===== src/rtl/cfgp_pkg.sv =====
package cfgp_pkg;

  typedef enum logic [2:0] {
    ACC_NONE,
    ACC_INDEX,
    ACC_REG,
    ACC_TIMING,
    ACC_SRAM_DATA,
    ACC_SRAM_PTR,
    ACC_REJECT,
    ACC_VOID
  } acc_kind_e;

  localparam logic [1:0] BE_WORD = 2'b11;
  localparam logic [1:0] BE_LOW  = 2'b01;

  // Power-up contents of each location.
  function automatic logic [15:0] reset_value(input int slot);
    case (slot)
      0, 1:    return 16'h0005;
      2:       return 16'h0002;
      5:       return 16'h0084;
      6:       return 16'h0008;
      7:       return 16'h0090;
      default: return 16'h0000;
    endcase
  endfunction

endpackage


===== src/rtl/cfgp_decode.sv =====
module cfgp_decode
  import cfgp_pkg::*;
#(
  parameter int IDX_W      = 8,
  parameter int NUM_REGS   = 10,
  parameter int NUM_TIMING = 2
) (
  input  logic             fire,
  input  logic             data_port,
  input  logic             slave_mode,
  input  logic [IDX_W-1:0] idx,
  input  logic [1:0]       be,
  output acc_kind_e        kind,
  output logic             byte_acc
);

  localparam logic [IDX_W-1:0] LIMIT   = IDX_W'(NUM_REGS);
  localparam logic [IDX_W-1:0] TIM_END = IDX_W'(NUM_TIMING);

  logic lanes_ok;

  always_comb begin
    lanes_ok = (be == BE_WORD) || (be == BE_LOW);
    byte_acc = (be == BE_LOW);
    kind     = ACC_NONE;
    if (fire) begin
      if (!data_port)           kind = ACC_INDEX;
      else if (!lanes_ok)       kind = ACC_REJECT;
      else if (idx >= LIMIT)    kind = ACC_VOID;
      else if (idx < TIM_END) begin
        if (slave_mode)         kind = (idx == '0) ? ACC_SRAM_DATA : ACC_SRAM_PTR;
        else                    kind = ACC_TIMING;
      end
      else                      kind = ACC_REG;
    end
  end

endmodule


===== src/rtl/cfgp_reg_bank.sv =====
module cfgp_reg_bank
  import cfgp_pkg::*;
#(
  parameter int DATA_W     = 16,
  parameter int IDX_W      = 8,
  parameter int NUM_REGS   = 10,
  parameter int NUM_TIMING = 2,
  parameter int TIMING_W   = 4
) (
  input  logic              clk,
  input  logic              rst_n,
  input  logic              wr_en,
  input  logic              wr_low,
  input  logic [IDX_W-1:0]  idx,
  input  logic [DATA_W-1:0] wdata,
  output logic [DATA_W-1:0] rd_data
);

  localparam int BYTE_W = 8;

  logic [DATA_W-1:0] slot [NUM_REGS];

  for (genvar g = 0; g < NUM_REGS; g++) begin : g_slot
    localparam logic [DATA_W-1:0] RST = DATA_W'(reset_value(g));
    logic hit;
    assign hit = wr_en && (idx == IDX_W'(g));

    if (g < NUM_TIMING) begin : g_timing
      logic [TIMING_W-1:0] q;
      always_ff @(posedge clk) begin
        if (!rst_n)   q <= RST[TIMING_W-1:0];
        else if (hit) q <= wdata[TIMING_W-1:0];
      end
      assign slot[g] = {{(DATA_W-TIMING_W){1'b0}}, q};
    end else begin : g_plain
      logic [DATA_W-1:0] q;
      always_ff @(posedge clk) begin
        if (!rst_n)   q <= RST;
        else if (hit) q <= wr_low ? {q[DATA_W-1:BYTE_W], wdata[BYTE_W-1:0]} : wdata;
      end
      assign slot[g] = q;
    end
  end

  always_comb begin
    rd_data = '0;
    for (int i = 0; i < NUM_REGS; i++)
      if (idx == IDX_W'(i)) rd_data = slot[i];
  end

  // the bank is never written at an index outside the populated range
  p_bank_in_range_r5: assert property (@(posedge clk) disable iff (!rst_n)
    wr_en |-> (idx < IDX_W'(NUM_REGS)));

endmodule


===== src/rtl/cfgp_sram_window.sv =====
module cfgp_sram_window #(
  parameter int PTR_W  = 16,
  parameter int DATA_W = 16
) (
  input  logic              clk,
  input  logic              rst_n,
  input  logic              acc,
  input  logic              acc_write,
  input  logic              acc_byte,
  input  logic [DATA_W-1:0] wdata,
  input  logic              ptr_wr,
  input  logic              ptr_low,
  output logic [PTR_W-1:0]  ptr,
  output logic              sram_req,
  output logic              sram_we,
  output logic [1:0]        sram_be,
  output logic [PTR_W-1:0]  sram_addr,
  output logic [DATA_W-1:0] sram_wdata
);

  localparam int             BYTE_W    = 8;
  localparam logic [PTR_W-1:0] STEP_BYTE = PTR_W'(1);
  localparam logic [PTR_W-1:0] STEP_WORD = PTR_W'(2);

  logic [PTR_W-1:0] ptr_q;
  logic [PTR_W-1:0] load_val;

  assign load_val = PTR_W'(wdata);

  always_ff @(posedge clk) begin
    if (!rst_n)      ptr_q <= '0;
    else if (ptr_wr) ptr_q <= ptr_low ? {ptr_q[PTR_W-1:BYTE_W], load_val[BYTE_W-1:0]} : load_val;
    else if (acc)    ptr_q <= ptr_q + (acc_byte ? STEP_BYTE : STEP_WORD);
  end

  assign ptr        = ptr_q;
  assign sram_req   = acc;
  assign sram_we    = acc && acc_write;
  assign sram_be    = acc_byte ? 2'b01 : 2'b11;
  assign sram_addr  = ptr_q;
  assign sram_wdata = wdata;

  // word access advances by two, byte access by one, modulo 2^PTR_W
  p_ptr_word_step_r8: assert property (@(posedge clk) disable iff (!rst_n)
    (acc && !acc_byte) |=> (ptr_q == $past(ptr_q) + STEP_WORD));
  p_ptr_byte_step_r8: assert property (@(posedge clk) disable iff (!rst_n)
    (acc && acc_byte) |=> (ptr_q == $past(ptr_q) + STEP_BYTE));
  // a full pointer write lands as given; an idle pointer holds
  p_ptr_load_r10: assert property (@(posedge clk) disable iff (!rst_n)
    (ptr_wr && !ptr_low) |=> (ptr_q == $past(load_val)));
  p_ptr_hold_r10: assert property (@(posedge clk) disable iff (!rst_n)
    (!acc && !ptr_wr) |=> $stable(ptr_q));
  // window access and pointer load never coincide
  p_one_action_r6: assert property (@(posedge clk) disable iff (!rst_n)
    !(acc && ptr_wr));

endmodule


===== src/rtl/cfg_index_port.sv =====
module cfg_index_port
  import cfgp_pkg::*;
#(
  parameter int DATA_W     = 16,
  parameter int IDX_W      = 8,
  parameter int NUM_REGS   = 10,
  parameter int NUM_TIMING = 2,
  parameter int TIMING_W   = 4
) (
  input  logic              clk,
  input  logic              rst_n,
  input  logic              slave_mode,
  input  logic              req_valid,
  output logic              req_ready,
  input  logic              req_write,
  input  logic              req_data_port,
  input  logic [1:0]        req_be,
  input  logic [DATA_W-1:0] req_wdata,
  output logic              rsp_valid,
  output logic [DATA_W-1:0] rsp_rdata,
  output logic              access_err,
  output logic              sram_req,
  output logic              sram_we,
  output logic [1:0]        sram_be,
  output logic [DATA_W-1:0] sram_addr,
  output logic [DATA_W-1:0] sram_wdata,
  input  logic [DATA_W-1:0] sram_rdata
);

  localparam int BYTE_W = 8;
  localparam int PTR_W  = DATA_W;

  logic              fire;
  logic [IDX_W-1:0]  idx_q;
  acc_kind_e         kind;
  logic              byte_acc;
  logic [DATA_W-1:0] bank_rd;
  logic [PTR_W-1:0]  ptr;
  logic [DATA_W-1:0] rd_next;

  logic              rsp_valid_q;
  logic              rsp_sram_q;
  logic              rsp_byte_q;
  logic [DATA_W-1:0] rsp_reg_q;
  logic              err_q;

  assign req_ready = 1'b1;
  assign fire      = req_valid && req_ready;

  cfgp_decode #(
    .IDX_W(IDX_W), .NUM_REGS(NUM_REGS), .NUM_TIMING(NUM_TIMING)
  ) u_decode (
    .fire       (fire),
    .data_port  (req_data_port),
    .slave_mode (slave_mode),
    .idx        (idx_q),
    .be         (req_be),
    .kind       (kind),
    .byte_acc   (byte_acc)
  );

  cfgp_reg_bank #(
    .DATA_W(DATA_W), .IDX_W(IDX_W), .NUM_REGS(NUM_REGS),
    .NUM_TIMING(NUM_TIMING), .TIMING_W(TIMING_W)
  ) u_bank (
    .clk     (clk),
    .rst_n   (rst_n),
    .wr_en   (req_write && (kind == ACC_REG || kind == ACC_TIMING)),
    .wr_low  (byte_acc),
    .idx     (idx_q),
    .wdata   (req_wdata),
    .rd_data (bank_rd)
  );

  cfgp_sram_window #(
    .PTR_W(PTR_W), .DATA_W(DATA_W)
  ) u_window (
    .clk        (clk),
    .rst_n      (rst_n),
    .acc        (kind == ACC_SRAM_DATA),
    .acc_write  (req_write),
    .acc_byte   (byte_acc),
    .wdata      (req_wdata),
    .ptr_wr     (req_write && kind == ACC_SRAM_PTR),
    .ptr_low    (byte_acc),
    .ptr        (ptr),
    .sram_req   (sram_req),
    .sram_we    (sram_we),
    .sram_be    (sram_be),
    .sram_addr  (sram_addr),
    .sram_wdata (sram_wdata)
  );

  // Index register behind the address port.
  always_ff @(posedge clk) begin
    if (!rst_n)                            idx_q <= '0;
    else if (kind == ACC_INDEX && req_write) idx_q <= req_wdata[IDX_W-1:0];
  end

  // Register-side read data, with byte masking on data-port reads.
  always_comb begin
    case (kind)
      ACC_INDEX:              rd_next = DATA_W'(idx_q);
      ACC_REG, ACC_TIMING:    rd_next = bank_rd;
      ACC_SRAM_PTR:           rd_next = DATA_W'(ptr);
      default:                rd_next = '0;
    endcase
    if (kind != ACC_INDEX && byte_acc)
      rd_next = {{(DATA_W-BYTE_W){1'b0}}, rd_next[BYTE_W-1:0]};
  end

  always_ff @(posedge clk) begin
    if (!rst_n) begin
      rsp_valid_q <= 1'b0;
      rsp_sram_q  <= 1'b0;
      rsp_byte_q  <= 1'b0;
      rsp_reg_q   <= '0;
      err_q       <= 1'b0;
    end else begin
      rsp_valid_q <= fire && !req_write;
      rsp_sram_q  <= (kind == ACC_SRAM_DATA);
      rsp_byte_q  <= byte_acc;
      rsp_reg_q   <= rd_next;
      err_q       <= (kind == ACC_REJECT);
    end
  end

  assign rsp_valid  = rsp_valid_q;
  assign access_err = err_q;
  assign rsp_rdata  = !rsp_sram_q ? rsp_reg_q :
                      rsp_byte_q  ? {{(DATA_W-BYTE_W){1'b0}}, sram_rdata[BYTE_W-1:0]} :
                                    sram_rdata;

  // one response per accepted read, none for a write
  p_read_answers_r11: assert property (@(posedge clk) disable iff (!rst_n)
    (fire && !req_write) |=> rsp_valid);
  p_write_silent_r11: assert property (@(posedge clk) disable iff (!rst_n)
    (fire && req_write) |=> !rsp_valid);
  // a rejected access never reaches the SRAM and raises the error next cycle
  p_reject_no_sram_r9: assert property (@(posedge clk) disable iff (!rst_n)
    (kind == ACC_REJECT) |-> !sram_req);
  p_reject_flags_r9: assert property (@(posedge clk) disable iff (!rst_n)
    (kind == ACC_REJECT) |=> (access_err && $stable(ptr)));
  // a read of an unpopulated index answers zero
  p_void_zero_r5: assert property (@(posedge clk) disable iff (!rst_n)
    (kind == ACC_VOID && !req_write) |=> (rsp_rdata == '0));
  // timing locations are never written while in slave mode
  p_timing_locked_r12: assert property (@(posedge clk) disable iff (!rst_n)
    slave_mode |-> (kind != ACC_TIMING));

endmodule


===== config.mk =====
export PLATFORM = sky130hd
export DESIGN_NAME = cfg_index_port
export DESIGN_NICKNAME = d
export VERILOG_FILES = /design/src/rtl/cfgp_pkg.sv /design/src/rtl/cfgp_decode.sv /design/src/rtl/cfgp_reg_bank.sv /design/src/rtl/cfgp_sram_window.sv /design/src/rtl/cfg_index_port.sv
export SDC_FILE = /design/constraint.sdc
export NUM_CORES = 1
export LEC_CHECK = 0
export BUFFER_PORTS_ARGS = -buffer_cell sky130_fd_sc_hd__buf_2
export CAP_MARGIN = 15
export CORE_MARGIN = 2
export CORE_UTILIZATION = 50
export CTS_CLUSTER_SIZE = 24
export DETAILED_ROUTE_END_ITERATION = 10
export PLACE_DENSITY = 0.77
export RECOVER_POWER = 25
export SLEW_MARGIN = 15
export SYNTH_ARGS = -nofsm -noshare
export SYNTH_HDL_FRONTEND = slang
export SYNTH_SLANG_ARGS = --single-unit

===== constraint.sdc =====
create_clock -name clk -period 2.44 [get_ports clk]
set_input_delay 0.244 -clock clk [delete_from_list [all_inputs] [get_ports clk]]
set_output_delay 0.244 -clock clk [all_outputs]
set_load 0.02 [all_outputs]

==> metrics, run 1 <==
Max-slew headroom 0.529; post-DR vias/cell 6.17; Final nets 1103; Slew @ Worst Pin 706 ps; first-pass GRT wire length 39.1 mm; Final Skew 8.21 ps; Post-synth top flop dfxtp_1; full die area 0.0184 mm^2; final WL 24.6 mm; clock sink total 180; number of synthesized flops with an enable pin 0; area of the mapped netlist 0.00866 mm^2; Worst R2R Setup Slack 10 ps; Finished Layout Cells 1295; failing checks negative setup slack; critical path type register to output port; f_max 0.401 GHz; hold buffer count at cts 0; vias in the first global route 7225; # port buffers 92; Layout Area Growth over Synthesis 16.4%; syn avg cell area 8.77 um^2; Max Cap Viol 0; CTS clk-pin slew, worst paths 60 ps; CP arrival 2250 ps; max-slew violations 0; Initial Util 0.506; CTS tree yes; total gr overflow 0; ANT nets after route 0; gr usage total 0.268; Leak 4.11 nW; initial antenna violation count 0; fin crit period 2490 ps; initial DRC count 942; fill count 1504; worst-path fanout max 11; gp weighted congestion 0.925; setup ws final -53.4 ps; Yosys reg bits 180; Post-Place Cells 1260; warnings from Yosys 0; final hold vios 0; num rows 48; DR DRC count 0; Die X 136 um; FF-to-FF End u_bank.g_slot[4].g_plain.q[5]; worst hold endpoint rsp_valid; Worst IR Drop VDD 0.000414 V; fin util 0.589; clock root cell clkbuf_16; Worst Hold Class input port to register; RSZ-0062 raised after global routing true; worst-skew pair later-pin latency 430 ps; Synth area leader dfxtp_1; pwr/cell area 605 mW/mm^2; startpoint types register; n_diodes 0; H-tree Lvls 4; Seq/Total Area, Yosys 0.416; die height 136 um; Mapped Cells 987; WL/cell 19.0 um; top cells by area, synth dfxtp_1 (42%), mux2i_1 (7.5%), nor2_1 (5.0%); share of layout cells above drive strength 1 0.232; CP Data Required Time 2200 ps; via count 7991; total CTS buffers 17; Netlist cell types 72; status finished, violations left; Hold Path Stages 2; critical path endpoint category output port; Ports 95; pre-CTS setup slack 55.3 ps; Yosys top cell area share 0.416; DR pass1 iterations 7; Period Utilization, post-route 1.02; detailed placer's ending HPWL 17.1 mm; count leader, synth dfxtp_1; min-delay src req_write; pin count of the biggest net entering global routing 89; area of the core 0.0171 mm^2; Reg2Reg Depth 7; Clock Tree Buf Depth 2; Final setup viols 2; synth cell count leaders dfxtp_1 (180), nor2_1 (115), nand3_1 (70); reg2reg start idx_q[4]; Async SR Flop Fraction 0
how the worst max path moves through the flow:
stage | startpoint | endpoint | slack [ps] | depth (start not counted)
6_report | idx_q[4] | sram_req | -50 | 4
3_5_place_dp | idx_q[4] | u_bank.g_slot[6].g_plain.q[10] | 60 | 5
4_1_cts | idx_q[4] | u_bank.g_slot[1].g_timing.q[1] | 2 | 6
2_1_floorplan | idx_q[7] | u_window.ptr[3] | 130 | 6
3_3_place_gp | req_be[1] | u_window.ptr[14] | 70 | 11
5_1_grt | idx_q[4] | u_bank.g_slot[6].g_plain.q[4] | -80 | 7
power by group:
part	switching (W)	internal (W)	total (W)
Clock	0.00115	0.00153	0.00267
Combinational	0.000324	0.000145	0.000469
Sequential	0.0000127	0.00295	0.00296
registers in the layout, indices dropped and copies added, names as in the netlist:
name	flops
access_err	1
idx_q	8
rsp_byte_q	1
rsp_reg_q	16
rsp_sram_q	1
rsp_valid	1
u_bank.g_slot.g_plain.q	128
u_bank.g_slot.g_timing.q	8
u_window.ptr	16
repair_timing:
action / CTS / global route
gates resized for setup: 6 / 5
pin swaps: 2 / 3
setup buffers: 1 / 5
setup endpoints to repair: 2 / 50
area by class of cell:
type	instances	area (um^2)	share of cell area
Clock buffer	18	439	0.0436
Sequential cell	180	3610	0.358
Timing Repair Buffer	154	967	0.0959
Clock inverter	11	130	0.0129
Multi-Input combinational cell	686	4570	0.454
Inverter	21	78.8	0.00782
Tap cell	225	282	0.0279
logic make-up after synthesis:
group                    synth area share
AND/OR/NAND/NOR                     0.197
AO/OA/AOI/OAI                       0.201
flip-flops                          0.416
buffers and inverters              0.0623
multiplexers                        0.114
adder cells (fa/ha/maj)           0.00520
XOR/XNOR                          0.00303
other                            0.000433
placed cells by master, fill, tap and decap left out, types with 19 or more instances in the layout:
cell	count
a31o_2	31
a21oi_1	34
mux2i_1	65
buf_4	58
nand2_1	58
inv_1	19
nor2_1	114
dfxtp_1	177
o21ai_1	34
buf_2	73
o21ai_0	42
nand3_1	70
through the flow:
stage          instance area, um^2  TNS [ps]  power [W]  hold WS (ps)
2_1_floorplan                 8660         0    0.00332           320
3_3_place_gp                  9440         0    0.00347           444
3_5_place_dp                  9440         0    0.00348           454
4_1_cts                      10000         0    0.00611          42.4
5_1_grt                      10100     -1200    0.00627          60.2
6_report                     10100     -77.1    0.00610          51.5
layer usage:
layer	global-route usage	wire, um
met5	0	0
met4	0.0833	517
met3	0.0438	1840
met2	0.435	11600
met1	0.366	10600
worst max-delay path, cell delays in order (launching register included):
cell and delay (ps):
dfxtp_4 360, or4_4 520, or4_4 560, inv_2 190
buf_2 200
Power figures use the tool's default switching activity.
==> inputs of run 2 (changes only) <==
- PLACE_DENSITY: 0.77 -> 0.75
- clock period: 2.44 -> 3 ns (I/O delays scaled with it)
==> metrics, run 2 (synthesized netlist as in run 1, its figures left out) <==
status finished, violations left; failing checks max-capacitance violations, max-slew violations; Ports 95 (unchanged); critical path endpoint category output port; Worst Hold Class input port to register; WL/cell 18.8 um (-1.1%); total gr overflow 0 (unchanged); num rows 48 (unchanged); CP endpoint sram_req; Clock Tree Buf Depth 2 (unchanged); Post-Route Setup TNS 0 ps (+77.1 ps); RSZ-0062 raised after global routing false; CP arrival 2620 ps (+370 ps); reg2reg start idx_q[7]; Slew @ Worst Pin 1900 ps (+1190 ps); full die area 0.0184 mm^2 (unchanged); final WL 23.8 mm (-3.1%); share of layout cells above drive strength 1 0.177 (-0.0546); Resized cells post-CTS 0 (-6); Final nets 1074 (-2.6%); critical path startpoint idx_q[7]; clock network fraction of total power 0.471 (+0.033); fill count 1524 (+1.3%); CTS tree yes; detailed placer's ending HPWL 16.4 mm (-4.0%); largest reg by FF count u_bank.g_slot.g_plain.q; Sw Share 0.229 (-0.0143); f_max 0.342 GHz; Die X 136 um (unchanged); Period Utilization, post-route 0.974; DR DRC count 0 (unchanged); hold buffer count at cts 0 (unchanged); worst-skew pair later-pin latency 430 ps (about the same); leading cell type in the layout, fill and taps excluded dfxtp_1; most frequent cells in the layout dfxtp_1 (178), nor2_1 (115), nand3_1 (70); pin count of the biggest net entering global routing 63 (-29%); Flop pwr share 0.462 (-0.023); setup ws final 77.4 ps (+131 ps); CP Data Required Time 2700 ps (+500 ps); max-slew violations 41 (+41); Max Cap Viol 1 (+1); die height 136 um (unchanged); Psw 0.00119 W (-20%); startpoint types register; CTS clk-pin slew, worst paths 70 ps (about the same); fin crit period 2920 ps; Leak 3.89 nW (-5.5%); Worst R2R Setup Slack 230 ps (+220 ps); pre-CTS setup slack 422 ps (+366 ps); total CTS buffers 17 (unchanged); final hold vios 0 (unchanged); Pint 0.00402 W (-13%); Max-slew headroom -0.267 (-0.796); Final setup viols 0 (-2); ANT nets after route 0 (unchanged); share of power burned in combinational logic 0.067 (-0.010); pwr/cell area 531 mW/mm^2 (-12%); # port buffers 92 (unchanged); initial antenna violation count 0 (unchanged); via count 7841 (-1.9%); gr usage total 0.259 (-0.00912); clock root cell clkbuf_16; first-pass GRT wire length 37.8 mm (-3.3%); max FFs per register 128 (unchanged); vias in the first global route 7204 (-0.29%); clock sink total 180 (unchanged); area of the core 0.0171 mm^2 (unchanged); Reg2Reg Depth 6 (-1); worst-path fanout max 13 (+2); n_diodes 0 (unchanged); initial DRC count 813 (-14%); Post-CTS Setup Repair Bufs 0 (-1); Initial Util 0.506 (unchanged); H-tree Lvls 4 (unchanged); Layout Area Growth over Synthesis 13.5%; critical path type register to output port; Hold Path Stages 2 (unchanged); Worst IR Drop VDD 0.000345 V (-17%); post-DR vias/cell 6.18 (+0.13%); gp weighted congestion 0.917 (-0.81%); Final Skew 7.82 ps (-0.392 ps); FF-to-FF End u_window.ptr[2]; DR pass1 iterations 7 (unchanged)
run 2: cell count changes in the layout (fill, tap and decap cells not counted), sizes merged:
cell	delta
buf	-58
clkbuf	+32
bufinv	+3
inv	-2
clkinv	-1
run 2: worst max-delay path: stages (launching register included):
cell and delay (ps):
dfxtp_1 380, or4_4 680, or4_1 700, inv_2 220
buf_2 200
run 2: power by group through the flow:
stage | Combinational, W | Clock, W | Sequential [W]
2_1_floorplan | 0.000238 | 0 | 0.00246
3_3_place_gp | 0.000343 | 0 | 0.00246
3_5_place_dp | 0.000345 | 0 | 0.00246
4_1_cts | 0.000346 | 0.00248 | 0.00241
5_1_grt | 0.000372 | 0.00258 | 0.00241
6_report | 0.000348 | 0.00246 | 0.00241
run 2: how the worst min path moves through the flow:
stage,from,slack [ps],endpoint
global placement,u_bank.g_slot[5].g_plain.q[15],450,u_bank.g_slot[5].g_plain.q[15]
detailed placement,u_bank.g_slot[5].g_plain.q[11],450,u_bank.g_slot[5].g_plain.q[11]
global route,req_write,80,rsp_valid
CTS,req_write,80,rsp_valid
floorplan,req_be[0],380,access_err
finish,req_write,90,rsp_valid
run 2: layout make-up:
cell class	instances	area (um^2)	area share
repair buffers	125	671	0.0682
clock buffers	21	460	0.0468
well taps	225	282	0.0286
inverters	21	78.8	0.00802
flip-flops and latches	180	3610	0.367
clock inverters	11	199	0.0202
multi-input cells	686	4540	0.461
run 2: metal layers:
| metal | routed length (um) | track usage | vias to the layer above |
|---|---|---|---|
| li1 | - | - | 3705 |
| met1 | 10300 | 0.344 | 3709 |
| met2 | 11100 | 0.424 | 374 |
| met3 | 1910 | 0.0520 | 53 |
| met4 | 495 | 0.0810 | 0 |
| met5 | 0 | 0 | - |
run 2: metrics by stage:
stage | power (W) | cell area [um^2] | utilization | cells | hold WS [ps]
after floorplan | 0.00270 | 8660 | - | 988 | 376
after global placement | 0.00281 | 9250 | 0.540 | 1237 | 447
after detailed placement | 0.00281 | 9250 | 0.540 | 1237 | 454
after CTS | 0.00523 | 9900 | 0.579 | 1269 | 83.0
after global routing | 0.00536 | 9830 | 0.574 | 1269 | 84.3
final | 0.00522 | 9830 | 0.574 | 1269 | 90.6
==> inputs of run 3 (changes only) <==
- CORE_MARGIN: 2 -> not set
==> metrics, run 3 (synthesized netlist as in run 1, its figures left out) <==
status finished, final reports clean; area of the core 0.0168 mm^2 (-2.1%); leading cell type in the layout, fill and taps excluded dfxtp_1; critical path type register to output port; Max Cap Viol 0 (-1); post-DR vias/cell 6.26 (+1.3%); Psw 0.00127 W (+6.2%); startpoint types register; Post-Place Cells 1229 (-0.65%); Period Utilization, post-route 0.942 (-0.0320); clock root cell clkbuf_16; Worst IR Drop VDD 0.000335 V (-2.9%); total gr overflow 0 (unchanged); share of power burned in combinational logic 0.069 (+0.002); pin count of the biggest net entering global routing 63 (unchanged); Initial Util 0.517 (+0.0108); Finished Layout Cells 1261 (-0.63%); max-slew violations 0 (-100%); Resized cells post-CTS 0 (unchanged); Worst Hold Class input port to register; Ports 95 (unchanged); critical path endpoint category output port; setup ws final 174 ps (+96.1 ps); largest reg by FF count u_bank.g_slot.g_plain.q; Final nets 1071 (-0.28%); final WL 24.1 mm (+1.2%); share of layout cells above drive strength 1 0.179 (+0.00147); Post-CTS Setup Repair Bufs 0 (unchanged); clock sink total 180 (unchanged); H-tree Lvls 4 (unchanged); WL/cell 19.1 um (+1.8%); Slew @ Worst Pin 1350 ps (-554 ps); max FFs per register 128 (unchanged); Pint 0.00382 W (-5.0%); DR pass1 iterations 6 (-1); full die area 0.0179 mm^2 (-2.9%); most frequent cells in the layout dfxtp_1 (178), nor2_1 (115), nand3_1 (70); pre-CTS setup slack 249 ps (-172 ps); die height 134 um (-1.5%); GR met2 Demand/Resource 0.429 (+0.00487); Top Usage Layer GRT met2; first-pass GRT wire length 38.0 mm (+0.33%); Sw Share 0.249 (+0.0202); initial antenna violation count 0 (unchanged); Final setup viols 0 (unchanged); clock network fraction of total power 0.458 (-0.013); Post-Route Setup TNS 0 ps (unchanged); worst-path fanout max 13 (unchanged); GR Util met3 0.0632 (+0.0112); CTS tree yes; Layout Area Growth over Synthesis 12.5%; ANT nets after route 0 (unchanged); initial DRC count 765 (-5.9%); hold buffer count at cts 0 (unchanged); pwr/cell area 522 mW/mm^2 (-1.6%); vias in the first global route 7160 (-0.61%); f_max 0.354 GHz (+3.4%); fin crit period 2830 ps (-96.1 ps); CP Data Required Time 2700 ps (about the same); final hold vios 0 (unchanged); Hold WS 69.6 ps (-21.0 ps); CTS clk-pin slew, worst paths 70 ps (about the same); Flop pwr share 0.473 (+0.011); Clock Tree Buf Depth 2 (unchanged); n_diodes 0 (unchanged); Leak 3.86 nW (-0.58%); met1 GRT Util 0.361 (+0.0168); DR DRC count 0 (unchanged); fill count 1487 (-2.4%); detailed placer's ending HPWL 16.5 mm (+0.39%); gr usage total 0.273 (+0.0143); worst-skew pair later-pin latency 440 ps (about the same); gp weighted congestion 0.916 (-0.17%); Die X 134 um (-1.5%); via count 7893 (+0.66%); CP arrival 2530 ps (-90 ps); # port buffers 92 (unchanged); Max-slew headroom 0.103 (+0.370); num rows 47 (-2.1%); RSZ-0062 raised after global routing false; total CTS buffers 17 (unchanged); Final Skew 10.3 ps (+2.44 ps)
run 3: cell types whose count changed in the layout (fill, tap and decap cells not counted), moves of 2 or more:
cell	before	now
clkinvlp_4	3	0
clkinv_2	0	2
buf_12	2	0
clkbuf_1	48	46
inv_6	1	6
bufinv_16	5	3
clkbuf_8	2	0
run 3: critical path: stages, from the launching register on:
cell,delay [ps]
dfxtp_1,380
or4_4,680
or4_4,620
inv_2,200
buf_2,200
run 3: worst paths after layout:
check,start,to,slack (ps),depth (start not counted)
setup / recovery,idx_q[7],sram_req,170,4
hold / removal,req_write,rsp_valid,70,2
setup reg to reg,idx_q[7],u_window.ptr[14],180,4
hold reg to reg,u_bank.g_slot[5].g_plain.q[15],u_bank.g_slot[5].g_plain.q[15],460,2
run 3: stage by stage:
step	power [W]	util	area (um^2)
6_report	0.00509	0.581	9750
5_1_grt	0.00524	0.581	9750
4_1_cts	0.00510	0.585	9810
3_5_place_dp	0.00281	0.548	9190
3_3_place_gp	0.00280	0.548	9190
2_1_floorplan	0.00270	-	8660
run 3: metal layers:
metal,vias up,wire (um)
met5,-,0
met1,3703,10400
met3,73,2040
met2,410,11000
li1,3707,-
met4,0,695
run 3: final cells by class:
| type | instances | area [um^2] | share of cell area |
|---|---|---|---|
| multi-input cells | 686 | 4550 | 0.467 |
| flip-flops and latches | 180 | 3610 | 0.370 |
| repair buffers | 122 | 623 | 0.0639 |
| clock buffers | 17 | 425 | 0.0437 |
| well taps | 220 | 275 | 0.0282 |
| clock inverters | 15 | 190 | 0.0195 |
| inverters | 21 | 78.8 | 0.00809 |
run 3: power by group through the flow:
| stage | combinational, W | clock, W | sequential, W |
|---|---|---|---|
| after CTS | 0.000346 | 0.00235 | 0.00241 |
| final | 0.000350 | 0.00233 | 0.00241 |
| after detailed placement | 0.000345 | 0 | 0.00246 |
| after global placement | 0.000343 | 0 | 0.00246 |
| after global routing | 0.000371 | 0.00246 | 0.00241 |
| after floorplan | 0.000238 | 0 | 0.00246 |
